===== src/rtl/baud_tick_pkg.sv =====
`timescale 1ns/1ps
package baud_tick_pkg;

  typedef enum logic [2:0] {
    RATE_460K8  = 3'd0,
    RATE_230K4  = 3'd1,
    RATE_115K2  = 3'd2,
    RATE_57K6   = 3'd3,
    RATE_38K4   = 3'd4,
    RATE_19K2   = 3'd5,
    RATE_9K6    = 3'd6,
    RATE_LOADED = 3'd7
  } rate_sel_e;

  localparam int unsigned NUM_FIXED_RATES = 7;

  // Nominal bit rate for each fixed code; the loaded code has no rate.
  function automatic longint unsigned nominal_rate(input int unsigned idx);
    case (idx)
      0: return 64'd460800;
      1: return 64'd230400;
      2: return 64'd115200;
      3: return 64'd57600;
      4: return 64'd38400;
      5: return 64'd19200;
      6: return 64'd9600;
      default: return 64'd1;
    endcase
  endfunction

  // Integer division rounded to nearest.
  function automatic longint unsigned round_div(input longint unsigned num,
                                                input longint unsigned den);
    return (num + den / 2) / den;
  endfunction

  // Clamp a divisor into [1, max_val].
  function automatic longint unsigned clamp_div(input longint unsigned raw,
                                                input longint unsigned max_val);
    if (raw < 1) return 64'd1;
    if (raw > max_val) return max_val;
    return raw;
  endfunction

endpackage


===== src/rtl/baud_prescaler.sv =====
`timescale 1ns/1ps
module baud_prescaler #(
  parameter int unsigned PRE_DIV = 3
) (
  input  logic clk_i,
  input  logic rst_ni,
  input  logic clr_i,
  output logic en_o
);

  localparam int unsigned CW = (PRE_DIV > 1) ? $clog2(PRE_DIV) : 1;
  localparam logic [CW-1:0] LAST = CW'(PRE_DIV - 1);

  logic [CW-1:0] cnt_d, cnt_q;

  always_comb begin
    cnt_d = cnt_q;
    if (clr_i) begin
      cnt_d = '0;
    end else if (cnt_q == LAST) begin
      cnt_d = '0;
    end else begin
      cnt_d = cnt_q + 1'b1;
    end
  end

  always_ff @(posedge clk_i or negedge rst_ni) begin
    if (!rst_ni) begin
      cnt_q <= '0;
    end else begin
      cnt_q <= cnt_d;
    end
  end

  assign en_o = (cnt_q == LAST) && !clr_i;

  // Enable pulses are separated by at least one idle cycle when the ratio exceeds one.
  AST_PRE_GAP: assert property (@(posedge clk_i) disable iff (!rst_ni)
    (en_o && (PRE_DIV > 1)) |=> !en_o);

endmodule


===== src/rtl/baud_div_select.sv =====
`timescale 1ns/1ps
module baud_div_select
  import baud_tick_pkg::*;
#(
  parameter longint unsigned CLK_HZ  = 64'd22118400,
  parameter int unsigned     PRE_DIV = 3,
  parameter int unsigned     OVS     = 16,
  parameter int unsigned     DIV_W   = 16
) (
  input  logic [2:0]       rate_sel_i,
  input  logic [DIV_W-1:0] div_i,
  output logic [DIV_W-1:0] eff_div_o
);

  localparam longint unsigned DIV_MAX = (64'd1 << DIV_W) - 64'd1;

  logic [DIV_W-1:0] table_div [0:7];

  for (genvar g = 0; g < 8; g++) begin : g_table
    if (g < NUM_FIXED_RATES) begin : g_fixed
      localparam longint unsigned DEN =
        longint'(PRE_DIV) * longint'(OVS) * nominal_rate(g);
      localparam longint unsigned RAW = round_div(CLK_HZ, DEN);
      localparam longint unsigned SAT = clamp_div(RAW, DIV_MAX);
      assign table_div[g] = SAT[DIV_W-1:0];
    end else begin : g_loaded_slot
      assign table_div[g] = '0;
    end
  end

  always_comb begin
    if (rate_sel_e'(rate_sel_i) == RATE_LOADED) begin
      eff_div_o = (div_i == '0) ? DIV_W'(1) : div_i;
    end else begin
      eff_div_o = table_div[rate_sel_i];
    end
  end

endmodule


===== src/rtl/baud_tick_divider.sv =====
`timescale 1ns/1ps
module baud_tick_divider #(
  parameter int unsigned DIV_W = 16
) (
  input  logic             clk_i,
  input  logic             rst_ni,
  input  logic             clr_i,
  input  logic             pre_en_i,
  input  logic [DIV_W-1:0] div_i,
  output logic             fire_o,
  output logic             tick_o
);

  logic [DIV_W-1:0] cnt_d, cnt_q;
  logic             tick_d, tick_q;

  assign fire_o = pre_en_i && (cnt_q == '0) && !clr_i;

  always_comb begin
    cnt_d  = cnt_q;
    tick_d = 1'b0;
    if (clr_i) begin
      cnt_d = '0;
    end else if (fire_o) begin
      cnt_d  = div_i - 1'b1;
      tick_d = 1'b1;
    end else if (pre_en_i) begin
      cnt_d = cnt_q - 1'b1;
    end
  end

  always_ff @(posedge clk_i or negedge rst_ni) begin
    if (!rst_ni) begin
      cnt_q  <= '0;
      tick_q <= 1'b0;
    end else begin
      cnt_q  <= cnt_d;
      tick_q <= tick_d;
    end
  end

  assign tick_o = tick_q;

  // Mid-interval the counter only holds or steps down; no early reload.
  AST_NO_RUNT_RELOAD: assert property (@(posedge clk_i) disable iff (!rst_ni)
    (!clr_i && cnt_q != '0) |=>
      (cnt_q == $past(cnt_q) || cnt_q == $past(cnt_q) - 1'b1));
  // A tick cannot repeat unless the prescaler enabled the cycle that follows it.
  AST_TICK_ONE_WIDE: assert property (@(posedge clk_i) disable iff (!rst_ni)
    (tick_o && !pre_en_i) |=> !tick_o);
  // Phase clear silences the next tick.
  AST_CLR_QUIET: assert property (@(posedge clk_i) disable iff (!rst_ni)
    clr_i |=> !tick_o);

endmodule


===== src/rtl/baud_bit_counter.sv =====
`timescale 1ns/1ps
module baud_bit_counter #(
  parameter int unsigned OVS = 16
) (
  input  logic clk_i,
  input  logic rst_ni,
  input  logic clr_i,
  input  logic fire_i,
  output logic bit_tick_o
);

  localparam int unsigned    BW   = (OVS > 1) ? $clog2(OVS) : 1;
  localparam logic [BW-1:0]  LAST = BW'(OVS - 1);

  logic [BW-1:0] bcnt_d, bcnt_q;
  logic          bit_d, bit_q;

  always_comb begin
    bcnt_d = bcnt_q;
    bit_d  = 1'b0;
    if (clr_i) begin
      bcnt_d = '0;
    end else if (fire_i) begin
      if (bcnt_q == LAST) begin
        bcnt_d = '0;
        bit_d  = 1'b1;
      end else begin
        bcnt_d = bcnt_q + 1'b1;
      end
    end
  end

  always_ff @(posedge clk_i or negedge rst_ni) begin
    if (!rst_ni) begin
      bcnt_q <= '0;
      bit_q  <= 1'b0;
    end else begin
      bcnt_q <= bcnt_d;
      bit_q  <= bit_d;
    end
  end

  assign bit_tick_o = bit_q;

  // A bit tick always leaves the oversample count at the start of a bit.
  AST_BIT_PHASE: assert property (@(posedge clk_i) disable iff (!rst_ni)
    bit_tick_o |-> (bcnt_q == '0));

endmodule


===== src/rtl/baud_tick_gen.sv =====
`timescale 1ns/1ps
module baud_tick_gen #(
  parameter longint unsigned CLK_HZ  = 64'd22118400,
  parameter int unsigned     PRE_DIV = 3,
  parameter int unsigned     OVS     = 16,
  parameter int unsigned     DIV_W   = 16
) (
  input  logic             clk_i,
  input  logic             rst_ni,
  input  logic             phase_clr_i,
  input  logic [2:0]       rate_sel_i,
  input  logic [DIV_W-1:0] div_i,
  output logic             tick_ovs_o,
  output logic             tick_bit_o
);

  logic rst_meta_q, rst_sync_nq;
  logic pre_en;
  logic fire;
  logic [DIV_W-1:0] eff_div;

  // Asynchronous assertion, synchronous release.
  always_ff @(posedge clk_i or negedge rst_ni) begin
    if (!rst_ni) begin
      rst_meta_q  <= 1'b0;
      rst_sync_nq <= 1'b0;
    end else begin
      rst_meta_q  <= 1'b1;
      rst_sync_nq <= rst_meta_q;
    end
  end

  baud_prescaler #(.PRE_DIV(PRE_DIV)) u_pre (
    .clk_i  (clk_i),
    .rst_ni (rst_sync_nq),
    .clr_i  (phase_clr_i),
    .en_o   (pre_en)
  );

  baud_div_select #(
    .CLK_HZ (CLK_HZ),
    .PRE_DIV(PRE_DIV),
    .OVS    (OVS),
    .DIV_W  (DIV_W)
  ) u_sel (
    .rate_sel_i(rate_sel_i),
    .div_i     (div_i),
    .eff_div_o (eff_div)
  );

  baud_tick_divider #(.DIV_W(DIV_W)) u_div (
    .clk_i   (clk_i),
    .rst_ni  (rst_sync_nq),
    .clr_i   (phase_clr_i),
    .pre_en_i(pre_en),
    .div_i   (eff_div),
    .fire_o  (fire),
    .tick_o  (tick_ovs_o)
  );

  baud_bit_counter #(.OVS(OVS)) u_bit (
    .clk_i     (clk_i),
    .rst_ni    (rst_sync_nq),
    .clr_i     (phase_clr_i),
    .fire_i    (fire),
    .bit_tick_o(tick_bit_o)
  );

  // Bit tick only ever rides on an oversample tick.
  AST_BIT_ON_OVS: assert property (@(posedge clk_i) disable iff (!rst_sync_nq)
    tick_bit_o |-> tick_ovs_o);
  // Divisor fed to the counter is never zero.
  AST_DIV_NONZERO: assert property (@(posedge clk_i) disable iff (!rst_sync_nq)
    fire |=> (tick_ovs_o && eff_div != '0));

endmodule


===== config.mk =====
export PLATFORM = sky130hd
export DESIGN_NAME = baud_tick_gen
export DESIGN_NICKNAME = d
export VERILOG_FILES = /design/src/rtl/baud_tick_pkg.sv /design/src/rtl/baud_prescaler.sv /design/src/rtl/baud_div_select.sv /design/src/rtl/baud_tick_divider.sv /design/src/rtl/baud_bit_counter.sv /design/src/rtl/baud_tick_gen.sv
export SDC_FILE = /design/constraint.sdc
export NUM_CORES = 1
export LEC_CHECK = 0
export ABC_AREA = 1
export BUFFER_PORTS_ARGS = -buffer_cell sky130_fd_sc_hd__buf_2
export CORE_MARGIN = 2
export CORE_UTILIZATION = 40
export DETAILED_ROUTE_END_ITERATION = 10
export GPL_ROUTABILITY_DRIVEN = 0
export HOLD_SLACK_MARGIN = 0.02
export PLACE_DENSITY = 0.58
export SYNTH_ARGS = -nofsm -noshare
export SYNTH_HDL_FRONTEND = slang
export SYNTH_HIERARCHICAL = 1
export SYNTH_SLANG_ARGS = --single-unit

===== constraint.sdc =====
create_clock -name clk_i -period 0.88 [get_ports clk_i]
set_input_delay 0.132 -clock clk_i [delete_from_list [all_inputs] [get_ports clk_i]]
set_output_delay 0.132 -clock clk_i [all_outputs]
set_load 0.03 [all_outputs]

Word-level counts from Yosys, hierarchy flattened:

Memory sizes are Yosys's and may differ from the RTL's.
Index checks and enable logic that the tools add are counted.

* bits in registers: 26
* latch bits: 0
* RAM bits: 0
* bits in read-only memories: 128
* bits of input ports: 22
* output and inout port bits: 2
* word-level logic and storage cells: 42
* memories kept: 1

Memory list
* (no name shown): words 8, bits a word 16, read ports 1, clocked after memory_dff 0, wr ports 0, RTL line baud_div_select.sv:35 `eff_div_o = table_div[rate_sel_i];`

* $add $sub $neg: 4
* multiply operators: 0
* divide/modulo/power cells: 0
* order comparisons: 1
* equality and inequality tests: 3
* shift operators: 0
* muxes and demuxes: 17
* bitwise logic cells: 1
* reductions and logical operators: 8

Operators by type and width (count)
* $mux W16: 7
* $logic_not A16 Y1: 2
* $sub A16 B1 Y16 const B: 2
* $mux W4: 3
* $mux W1: 5
* $add A4 B1 Y4 const B: 1
* $eq A4 B4 Y1 const B: 1
* $ge A4 B4 Y1 const B: 1
* $mux W2: 2
* $not A3 Y4: 1
* $eq A3 B3 Y1 const B: 1
* $logic_and A1 B1 Y1: 3
* $reduce_bool A3 Y1: 1
* $add A2 B1 Y2 const B: 1
* $eq A2 B2 Y1 const B: 1
* $reduce_bool A2 Y1: 1
* $logic_not A1 Y1: 1

Longest topological paths before layout:

Gate-level depths: netlist of run 1.

* word-level depth: 8
* depth in mapped cells: 19
* depth with buffers taken out: 18

By module:

The synthesis of run 1 kept the hierarchy.

Modules (own cells, without submodules)
* baud_tick_divider: times used 1, cells an instance 237, area each 1671.6 sq um, sequential area each 425.4 sq um
* baud_div_select: times used 1, cells an instance 61, area each 295.3 sq um, sequential area each 0.0 sq um
* baud_bit_counter: times used 1, cells an instance 27, area each 245.2 sq um, sequential area each 125.1 sq um
* baud_prescaler: times used 1, cells an instance 10, area each 80.1 sq um, sequential area each 50.0 sq um
* baud_tick_gen: times used 1, cells an instance 3, area each 53.8 sq um, sequential area each 50.0 sq um

Worst setup path before layout of run 1:

No wires, ideal clock.

* path kind: flip-flop to flip-flop
* start: register u_pre.cnt_q[0]
* end: register u_div.cnt_q[14]
* library setup time: 117 ps
* data arrival time: 1910 ps
* data required time: 763 ps
* slack: -1147 ps
* cell stages (with the launch flop): 16
* path buffers: 0
* clock period less this slack: 2027 ps
* cells stage by stage: dfrtp_1 inv_1 nand2_1 nor2_1 inv_1 nor2_4 nand2_4 nor2_8 nand3b_1 nand2_1 ha_1 nand3_2 nor2_4 nand4_1 nand3_1 nand2_1

* longest elaborated chain between the ends: 6
* elaborated cells on any way between the ends: 7
* classes of those cells: eq/ne: 1; mux: 2; reduce/logical: 4

Ends and longest elaborated chain
* start, declared: RTL line baud_prescaler.sv:14 `logic [CW-1:0] cnt_d, cnt_q;`
* start signal, assigned: RTL line baud_prescaler.sv:31 `cnt_q <= cnt_d;`
* $eq A2 B2 Y1 *: RTL line baud_prescaler.sv:35 `assign en_o = (cnt_q == LAST) && !clr_i;`
* $logic_and A1 B1 Y1 *: RTL line baud_prescaler.sv:35
* named net pre_en: RTL line baud_tick_gen.sv:18 `logic pre_en;`
* $logic_and A1 B1 Y1 (2 in a row): RTL line baud_tick_divider.sv:17 `assign fire_o = pre_en_i && (cnt_q == '0) && !clr_i;`
* $mux W16: RTL line baud_tick_divider.sv:24 `end else if (fire_o) begin`
* $mux W16: RTL line baud_tick_divider.sv:22 `if (clr_i) begin`
* end signal, assigned: RTL line baud_tick_divider.sv:37 `cnt_q <= cnt_d;`
* end, declared: RTL line baud_tick_divider.sv:14 `logic [DIV_W-1:0] cnt_d, cnt_q;`

The timed path passes the listed nets; every way through them passes the cells marked *.
A chain may end at the register's enable or synchronous reset.

Worst setup path after layout of run 1:

* start: register u_pre.cnt_q[0]
* end: register u_div.cnt_q[9]

Same word-level chain as after synthesis.

==> impl_metrics.tcl, run 1 <==
set metrics [dict create \
    grt_pass1_wl_mm 10.3 \
    rsz0062_at_grt "yes" \
    routed_wl_mm 6.20 \
    synth_seq_cells 26 \
    hpwl_mm 4.75 \
    first_iter_violations 160 \
    clock_latency_ns 0.27 \
    p_leak_nw 1.88 \
    crit_chain "inv_2, nand2_2, nor2_2, inv_2, nor2_4, nand2_4, nor2_8, buf_12, nand3b_1, nand2_2, buf_4, nand3_4, nor2_4, nand3_2, nand3_1, nand2_1" \
    drc 0 \
    status "finished with violations" \
    clk_path_buf_depth 2 \
    critPathCaptureType "flip-flop" \
    max_stage_delay_ns 0.40 \
    fmax_mhz 459 \
    drive_above_1_share_pct 42.3 \
    power.density_mw_per_mm2 1060 \
    syn-num-nets 366 \
    syn_to_final_growth_pct 46.4 \
    initial_core_util_pct 42.1 \
    root_buffer "clkbuf_8" \
    hold_slack_ns 0.157 \
    die_area_mm2 0.00649 \
    synth_warnings 6 \
    die_w_um 80.6 \
    grtUsageTotal_pct 20.4 \
    setup_viol 24 \
    register_area_um2 651 \
    io_pins 24 \
    worst_slack_ns -1.30 \
    syn_avg_cell_area_um2 6.94 \
    startpoint "u_pre/cnt_q[0]" \
    htree_levels 1 \
    num_rows 27 \
    place_ws_ns -1.25 \
    hold_violations 0 \
    multiInputGateArea_mm2 0.00160 \
    cts_buffers 3 \
    fin_nets 470 \
    worstPathMaxFanout 6 \
    post-route-period-util_pct 248 \
    coreArea_mm2 0.00557 \
    finClkSkew_ns 0.00470 \
    antenna_found_initial 0 \
    synthTopCellsByArea "dfrtp_1 (28%), nand2_1 (14%), inv_1 (7.4%)" \
    netlist_area_mm2 0.00235 \
    path_buf_inv 4 \
    io_buffers 23 \
    fin_cells 512 \
    ant_nets 0 \
    synth-seq-area-share_pct 27.7 \
    syn_inst 338 \
    cp_top_family "simple AND/OR/NAND/NOR gates" \
    die_y_um 80.6 \
    cts_tree "done" \
    fin_crit_ns 2.18 \
    vias 2437 \
    crit_type "flip-flop to flip-flop" \
    cts_sinks 26 \
    maxCapViolations 0 \
    grt_max_degree 25 \
    n_antenna_cell 0 \
    cp.arrival_ns 2.35 \
    ys_types 33 \
    final-max-slew-violation-count 0 \
    final_cell_mix "nand2_1 (74), buf_4 (70), inv_1 (42), nor2_1 (41), dfrtp_1 (26)" \
    synth.top_cell.area_share_pct 27.7 \
    ir_drop_mv 1.02 \
    wl_per_cell_um 12.1 \
    final_common_cell "nand2_1" \
    timing.rr.start "u_pre/cnt_q[0]" \
    synth_largest_area_cell "dfrtp_1" \
    postLayoutCoreUtil_pct 61.6 \
    routed_via_density 4.76 \
    post-place-cells 496 \
    grt-ovfl-total 0 \
    grt_pass1_vias 2366 \
    failed_checks "setup timing" \
    hold_class "input pin to asynchronous set/reset pin" \
    fillers 521 \
    timing.setup.tns_ns -24.18 \
    cp-start-kind "flip-flop" \
    critPathRequiredTime_ns 1.05 \
    path_clk_slew_ns 0.09 \
    first_pass_iters 4 \
    cp_slowest_cell "dfrtp_1" \
]
[logic make-up (layout without fill, tap and decap cells)]
kind of cell	after synthesis	count (layout)	share of synthesized area [%]
AOI/OAI and AO/OA	26	26	7.04
xor gates and xnor gates	1	1	0.373
adders and majority gates	6	6	3.20
buffers and inverters	58	160	11.2
DFF	26	26	27.7
other	1	1	0.160
and+or+nand+nor	220	220	50.3
[cell usage after synthesis (all sizes together)]
| library cell | instances |
|---|---|
| buf | 7 |
| nand2 | 106 |
| nand4 | 14 |
| a21oi | 4 |
| ha | 6 |
| conb | 1 |
| nand3 | 26 |
| nor2 | 57 |
| o22ai | 7 |
| nor3 | 4 |
| nand3b | 12 |
| clkbuf | 1 |
| xor2 | 1 |
| dfrtp | 26 |
| a22o | 4 |
| inv | 50 |
| nor3b | 1 |
| o21ai | 11 |
[metrics by stage]
step                      instance area (um^2)  total power [mW]
after global routing                      3430              3.89
final                                     3430              3.63
after CTS                                 3170              3.46
after floorplan                           2390              2.23
after global placement                    3090              2.75
after detailed placement                  3090              2.77
[path summary, 6_finish.rpt]
kind	endpoint	slack, ns	cells after the start
worst min-delay path	rst_meta_q	0.16	2
min in group clk_i	u_bit/bit_tick_o	0.20	3
max in group asynchronous	u_bit/bcnt_q[1]	0.53	1
worst max-delay path	u_div/cnt_q[9]	-1.30	16
worst max register to register	u_div/cnt_q[9]	-1.30	16
worst min register to register	u_div/cnt_q[0]	0.21	1
[registers in the layout, indices dropped and copies added, names as in the netlist]
signal and cells:
u_div/tick_o 1, u_pre/cnt_q 2, u_bit/bit_tick_o 1, rst_meta_q 1, u_div/cnt_q 16, rst_sync_nq 1
u_bit/bcnt_q 4
[final cells by class]
type / count / area share, %
clock buffer: 3 / 1.20
multi-input combinational: 254 / 46.7
timing repair buffer: 107 / 24.8
sequential: 26 / 18.9
inverter: 50 / 5.68
tap: 72 / 2.62
[repair_timing]
action,CTS,global route
hold buffers,1,0
endpoints found under the hold margin,2,0
setup buffers,0,14
resized for setup,10,45
setup endpoints to repair,24,24
pin swaps,6,28
cloned,0,0
[power breakdown]
group          leakage, nW  total (mW)  internal (mW)  switching [mW]
Sequential           0.355        1.26           1.24          0.0233
Combinational         1.51        1.71          0.742           0.964
Clock               0.0216       0.668          0.307           0.361
[layer usage]
layer | share of wire [%] | vias to the layer above | global-route usage (%)
li1 | - | 1286 | -
met1 | 47 | 1118 | 26.1
met2 | 51 | 29 | 36.6
met3 | 2.1 | 4 | 3.03
met4 | 0.50 | 0 | 3.39
met5 | 0 | - | 0
Power figures use the tool's default switching activity.
==> run 2: changes to the inputs <==
- REMOVE_ABC_BUFFERS: unset -> 1
==> run 2 against run 1 <==
  * The run still ends with setup timing left
  * Largest power group unchanged
  * Combinational power down 2%
  * Non-clock buffer count down 5
  * Final cell count down 0.98%
  * Largest cell class unchanged
==> impl_metrics.tcl, run 2 (synthesis results as in run 1) <==
set metrics [dict create \
    ir_drop_mv 0.609 \
    hpwl_mm 4.64 \
    final_cell_mix "nand2_1 (79), buf_4 (64), inv_1 (41), nor2_1 (40), dfrtp_1 (26)" \
    cp.arrival_ns 2.24 \
    critPathRequiredTime_ns 1.04 \
    initial_core_util_pct 42.1 \
    fin_crit_ns 2.08 \
    top_regs "u_div/cnt_q: 16 flops, u_bit/bcnt_q: 4 flops, u_pre/cnt_q: 2 flops" \
    path_clk_slew_ns 0.09 \
    ff2ff_setup_slack_ns -1.20 \
    fin_cells 507 \
    grtUsageTotal_pct 19.9 \
    grt-ovfl-total 0 \
    hold_violations 0 \
    die_y_um 80.6 \
    hold_class "input pin to asynchronous set/reset pin" \
    largest-register "u_div/cnt_q" \
    largest_reg_flops 16 \
    fillers 516 \
    setup_viol 24 \
    die_w_um 80.6 \
    worstPathMaxFanout 12 \
    timing.setup.tns_ns -24.16 \
    clock_latency_ns 0.27 \
    cts_sinks 26 \
    drc 0 \
    die_area_mm2 0.00649 \
    status "finished with violations" \
    postLayoutCoreUtil_pct 60.8 \
    fmax_mhz 480 \
    failed_checks "setup timing" \
    routed_wl_mm 6.05 \
    post-place-cells 492 \
    maxCapViolations 0 \
    htree_levels 1 \
    p_leak_nw 1.87 \
    crit_type "flip-flop to flip-flop" \
    routed_via_density 4.78 \
    finClkSkew_ns 0.00323 \
    drive_above_1_share_pct 41.8 \
    grt_pass1_wl_mm 10.1 \
    first_iter_violations 121 \
    worst_slack_ns -1.20 \
    vias 2421 \
    final_common_cell "nand2_1" \
    grt_pass1_vias 2324 \
    cts_tree "done" \
    critPathCaptureType "flip-flop" \
    rsz0062_at_grt "yes" \
    io_buffers 23 \
    finalPower_mw 3.59 \
    root_buffer "clkbuf_8" \
    power.density_mw_per_mm2 1060 \
    n_antenna_cell 0 \
    coreArea_mm2 0.00557 \
    io_pins 24 \
    antenna_found_initial 0 \
    place_ws_ns -1.21 \
    ant_nets 0 \
    syn_to_final_growth_pct 44.5 \
    cp-start-kind "flip-flop" \
    final-max-slew-violation-count 0 \
    post-route-period-util_pct 237 \
    grt_max_degree 25 \
    clk_path_buf_depth 2 \
    first_pass_iters 4 \
    cts_buffers 3 \
    fin_nets 465 \
    wl_per_cell_um 11.9 \
    num_rows 27 \
]
==> run 2: worst paths after layout <==
kind / cells after the start / end / startpoint
max: 15 / u_div/cnt_q[13] / u_pre/cnt_q[0]
min: 2 / rst_meta_q / rst_ni
max reg2reg: 15 / u_div/cnt_q[13] / u_pre/cnt_q[0]
min reg2reg: 1 / u_bit/bcnt_q[0] / rst_sync_nq
max in group asynchronous: 1 / u_pre/cnt_q[0] / rst_sync_nq
min in group clk_i: 4 / u_pre/cnt_q[0] / phase_clr_i
==> run 2: timing repair <==
action	CTS	global route
pin swaps	13	12
setup buffers	9	3
gates resized for setup	47	20
hold endpoints to repair	2	0
setup endpoints to repair	24	24
hold buffers	1	0
==> run 2: power by group <==
| group | switching [mW] | total (mW) | internal (mW) |
|---|---|---|---|
| clock network | 0.356 | 0.663 | 0.307 |
| registers | 0.0226 | 1.26 | 1.24 |
| logic | 0.967 | 1.67 | 0.706 |
==> run 2: worst max-delay path: stages, from the launching register on <==
cell and delay, ns:
dfrtp_1 0.38, inv_1 0.06, nand2_2 0.06, nor2_4 0.09, inv_2 0.05, nor2_4 0.13, nand2_4 0.08, nor2_8 0.18
nand2_4 0.10, buf_12 0.16, o21ai_4 0.19, nand2_2 0.09, nor2_4 0.13, nand4_1 0.10, nand3_1 0.10, nand2_1 0.06
==> run 2: stage by stage <==
step                hold slack (ns)  cell area (um^2)
global placement            -0.0807              3010
global route                  0.170              3390
finish                        0.158              3390
detailed placement          -0.0808              3010
floorplan                    -0.164              2270
CTS                           0.130              3300
==> run 2: routing by layer <==
metal | wire, um | track usage (%)
met2 | 2980 | 36.8
met4 | 110 | 5.42
met3 | 205 | 1.35
met5 | 0 | 0
met1 | 2760 | 24.8
==> run 2: layout make-up <==
class / count / area, um^2 / area share (%)
multi-input combinational: 254 / 1590 / 47.0
sequential: 26 / 651 / 19.2
inverter: 50 / 195 / 5.76
clock buffer: 3 / 41.3 / 1.22
timing repair buffer: 102 / 820 / 24.2
tap: 72 / 90.1 / 2.66
==> run 3: changes to the inputs <==
- ABC_AREA: 1 -> unset
==> run 3 against run 2 <==
  * Final area up 6.3%
  * Hold slack worse by 0.011 ns
  * Sequential cell count unchanged
  * The run still ends with setup timing left
  * Final cell count shrank 13%
  * Clock skew increased by 0.0050 ns
  * Global-route usage grew 8.4 points
==> impl_metrics.tcl, run 3 <==
set metrics [dict create \
    status "finished with violations" \
    failed_checks "setup timing" \
    startpoint "u_div/cnt_q[3]" \
    seqPwrFrac_pct 28.3 \
    synth_seq_cells 26 \
    initial_core_util_pct 42.2 \
    largest-register "u_div/cnt_q" \
    io_pins 24 \
    synth.top_cell.area_share_pct 32.0 \
    worstPathMaxFanout 3 \
    hold_violations 0 \
    async_flop_share_pct 100 \
    hold_class "input pin to asynchronous set/reset pin" \
    path_clk_slew_ns 0.11 \
    first_iter_violations 172 \
    ff2ff_setup_slack_ns -1.67 \
    grt_max_degree 27 \
    final_cell_mix "buf_4 (92), dfrtp_1 (26), buf_2 (19), buf_6 (19), nor2_1 (17)" \
    grt_pass1_wl_mm 12.2 \
    place_area_mm2 0.00284 \
    crit_chain "or4_4, or2_4, nor2_4, a21oi_2, ha_2, nor3b_4, nand3b_1, a22oi_1, or4_1, o21ai_1" \
    clock_latency_ns 0.28 \
    crit_cells 10 \
    die_w_um 75.3 \
    root_buffer "clkbuf_8" \
    largest_reg_flops 16 \
    critPathRequiredTime_ns 1.09 \
    antenna_found_initial 0 \
    cts_sinks 26 \
    hpwl_mm 4.85 \
    die_y_um 75.3 \
    die_area_mm2 0.00567 \
    routed_via_density 6.03 \
    worst_slew_pin_slew_ns 0.487 \
    setup_viol 24 \
    cp_top_family "simple AND/OR/NAND/NOR gates" \
    grt_pass1_vias 2653 \
    synth_ff_type "dfrtp_1" \
    grtUsageTotal_pct 28.3 \
    num_rows 25 \
    synthTopCellsByArea "dfrtp_1 (32%), nor2_1 (4.1%), a31oi_1 (4.0%)" \
    maxCapViolations 0 \
    ant_nets 0 \
    cp-start-kind "flip-flop" \
    synth_warnings 6 \
    coreArea_mm2 0.00482 \
    crit_type "flip-flop to flip-flop" \
    cp_slowest_cell "or4_4" \
    ir_drop_mv 0.888 \
    rsz0062_at_grt "yes" \
    syn_to_final_growth_pct 77.3 \
    synth_largest_area_cell "dfrtp_1" \
    worstReg2RegEnd "u_div/cnt_q[6]" \
    clk_path_buf_depth 2 \
    timing.rr.start "u_div/cnt_q[3]" \
    synth-seq-area-share_pct 32.0 \
    ys_top_cells_by_count "dfrtp_1 (26), nor2_1 (22), a21oi_1 (13), a31oi_1 (13), clkbuf_1 (13)" \
    finalPower_mw 4.51 \
    internal-power_mw 2.97 \
    p_clk_share_pct 23.1 \
    cts_buffers 3 \
    final_area_mm2 0.00360 \
    drc 0 \
    relSlewSlack_pct 67.2 \
    routed_wl_mm 7.96 \
    cp.arrival_ns 2.76 \
    p_leak_nw 1.64 \
    reg2reg_depth 10 \
    worst_slack_ns -1.67 \
    fillers 348 \
    ys_types 52 \
    synth.most_common_cell "dfrtp_1" \
    netlist_area_mm2 0.00203 \
    timing.critical_path.to "u_div/cnt_q[6]" \
    final-max-slew-violation-count 0 \
    syn_avg_cell_area_um2 8.26 \
    cts_tree "done" \
    finClkSkew_ns 0.00825 \
    syn_inst 246 \
    vias 2654 \
    swShare_pct 34.1 \
    n_antenna_cell 0 \
    postLayoutCoreUtil_pct 74.8 \
    p_sw_mw 1.54 \
    final_common_cell "buf_4" \
    io_buffers 23 \
    critPathCaptureType "flip-flop" \
    synth_enable_flop_cells 0 \
    wl_per_cell_um 18.1 \
    first_pass_iters 5 \
    post-route-period-util_pct 290 \
    power.density_mw_per_mm2 1250 \
    htree_levels 1 \
    drive_above_1_share_pct 52.3 \
    comb_power_share_pct 48.5 \
    fmax_mhz 392 \
    top_regs "u_div/cnt_q: 16 flops, u_bit/bcnt_q: 4 flops, u_pre/cnt_q: 2 flops" \
    fin_crit_ns 2.55 \
    grt-ovfl-total 0 \
    max_stage_delay_ns 0.56 \
    path_buf_inv 0 \
    fin_nets 402 \
]
## run 3: cell families (layout without fill, tap and decap cells)
kind of cell	count (synthesis)	after routing	share of synthesized area (%)
adders and majority gates	6	6	3.69
other	1	1	0.185
buffers and inverters	21	148	4.06
xor gates and xnor gates	1	1	0.431
muxes	6	6	2.96
AOI/OAI and AO/OA	71	71	24.1
DFF	26	26	32.0
and+or+nand+nor	114	114	32.5
## run 3: stage by stage
step | setup WS (ns) | std cells | setup TNS, ns | hold WS (ns)
floorplan | -3.29 | 230 | -56.59 | -0.164
CTS | -1.57 | 435 | -28.64 | 0.147
global placement | -1.98 | 410 | -31.82 | -0.0822
detailed placement | -2.01 | 410 | -32.45 | -0.0823
finish | -1.67 | 440 | -30.55 | 0.146
global route | -1.75 | 440 | -32.20 | 0.151
## run 3: area by class of cell
class | instances | area (um^2) | area share, %
Sequential cell | 26 | 651 | 18.1
Inverter | 5 | 26.3 | 0.729
Timing Repair Buffer | 139 | 1160 | 32.1
Clock buffer | 3 | 41.3 | 1.15
Multi-Input combinational cell | 199 | 1610 | 44.8
Tap cell | 67 | 83.8 | 2.33
Clock inverter | 1 | 30.0 | 0.833
## run 3: worst min path at each step
stage / to / depth (start not counted) / start / slack, ns
6_report: rst_meta_q / 2 / rst_ni / 0.15
4_1_cts: rst_meta_q / 2 / rst_ni / 0.15
3_3_place_gp: rst_meta_q / 1 / rst_ni / -0.08
5_1_grt: rst_meta_q / 2 / rst_ni / 0.15
2_1_floorplan: rst_meta_q / 0 / rst_ni / -0.16
3_5_place_dp: rst_meta_q / 1 / rst_ni / -0.08
## run 3: power by group through the flow
stage / sequential, mW / combinational (mW) / clock [mW]
final: 1.28 / 2.19 / 1.04
after CTS: 1.28 / 1.92 / 1.06
after global placement: 1.29 / 1.43 / 0
after detailed placement: 1.30 / 1.45 / 0
after floorplan: 1.32 / 0.629 / 0
after global routing: 1.28 / 2.34 / 1.11
## run 3: layer usage
layer	up-vias	GRT usage (%)	part of all wire, %
met5	-	0	0
met4	0	9.16	3.1
met3	29	4.42	5.3
met2	106	54.6	54
met1	1298	31.5	38
li1	1221	-	-
## run 3: worst register-to-register path, delay by kind of cell (launching register included)
kind,cells,cell delay (ns)
flops,1,0.39
compound gates,3,0.24
simple gates,6,1.65
fa+ha+maj,1,0.21
## run 3: repair_timing
action | 4_1_cts | 5_1_grt
setup buffers | 22 | 5
gates cloned | 1 | 0
pin swaps | 34 | 28
endpoints found under the hold margin | 2 | 0
endpoints found under the setup margin | 24 | 24
hold buffers | 1 | 0
gates resized for setup | 85 | 20
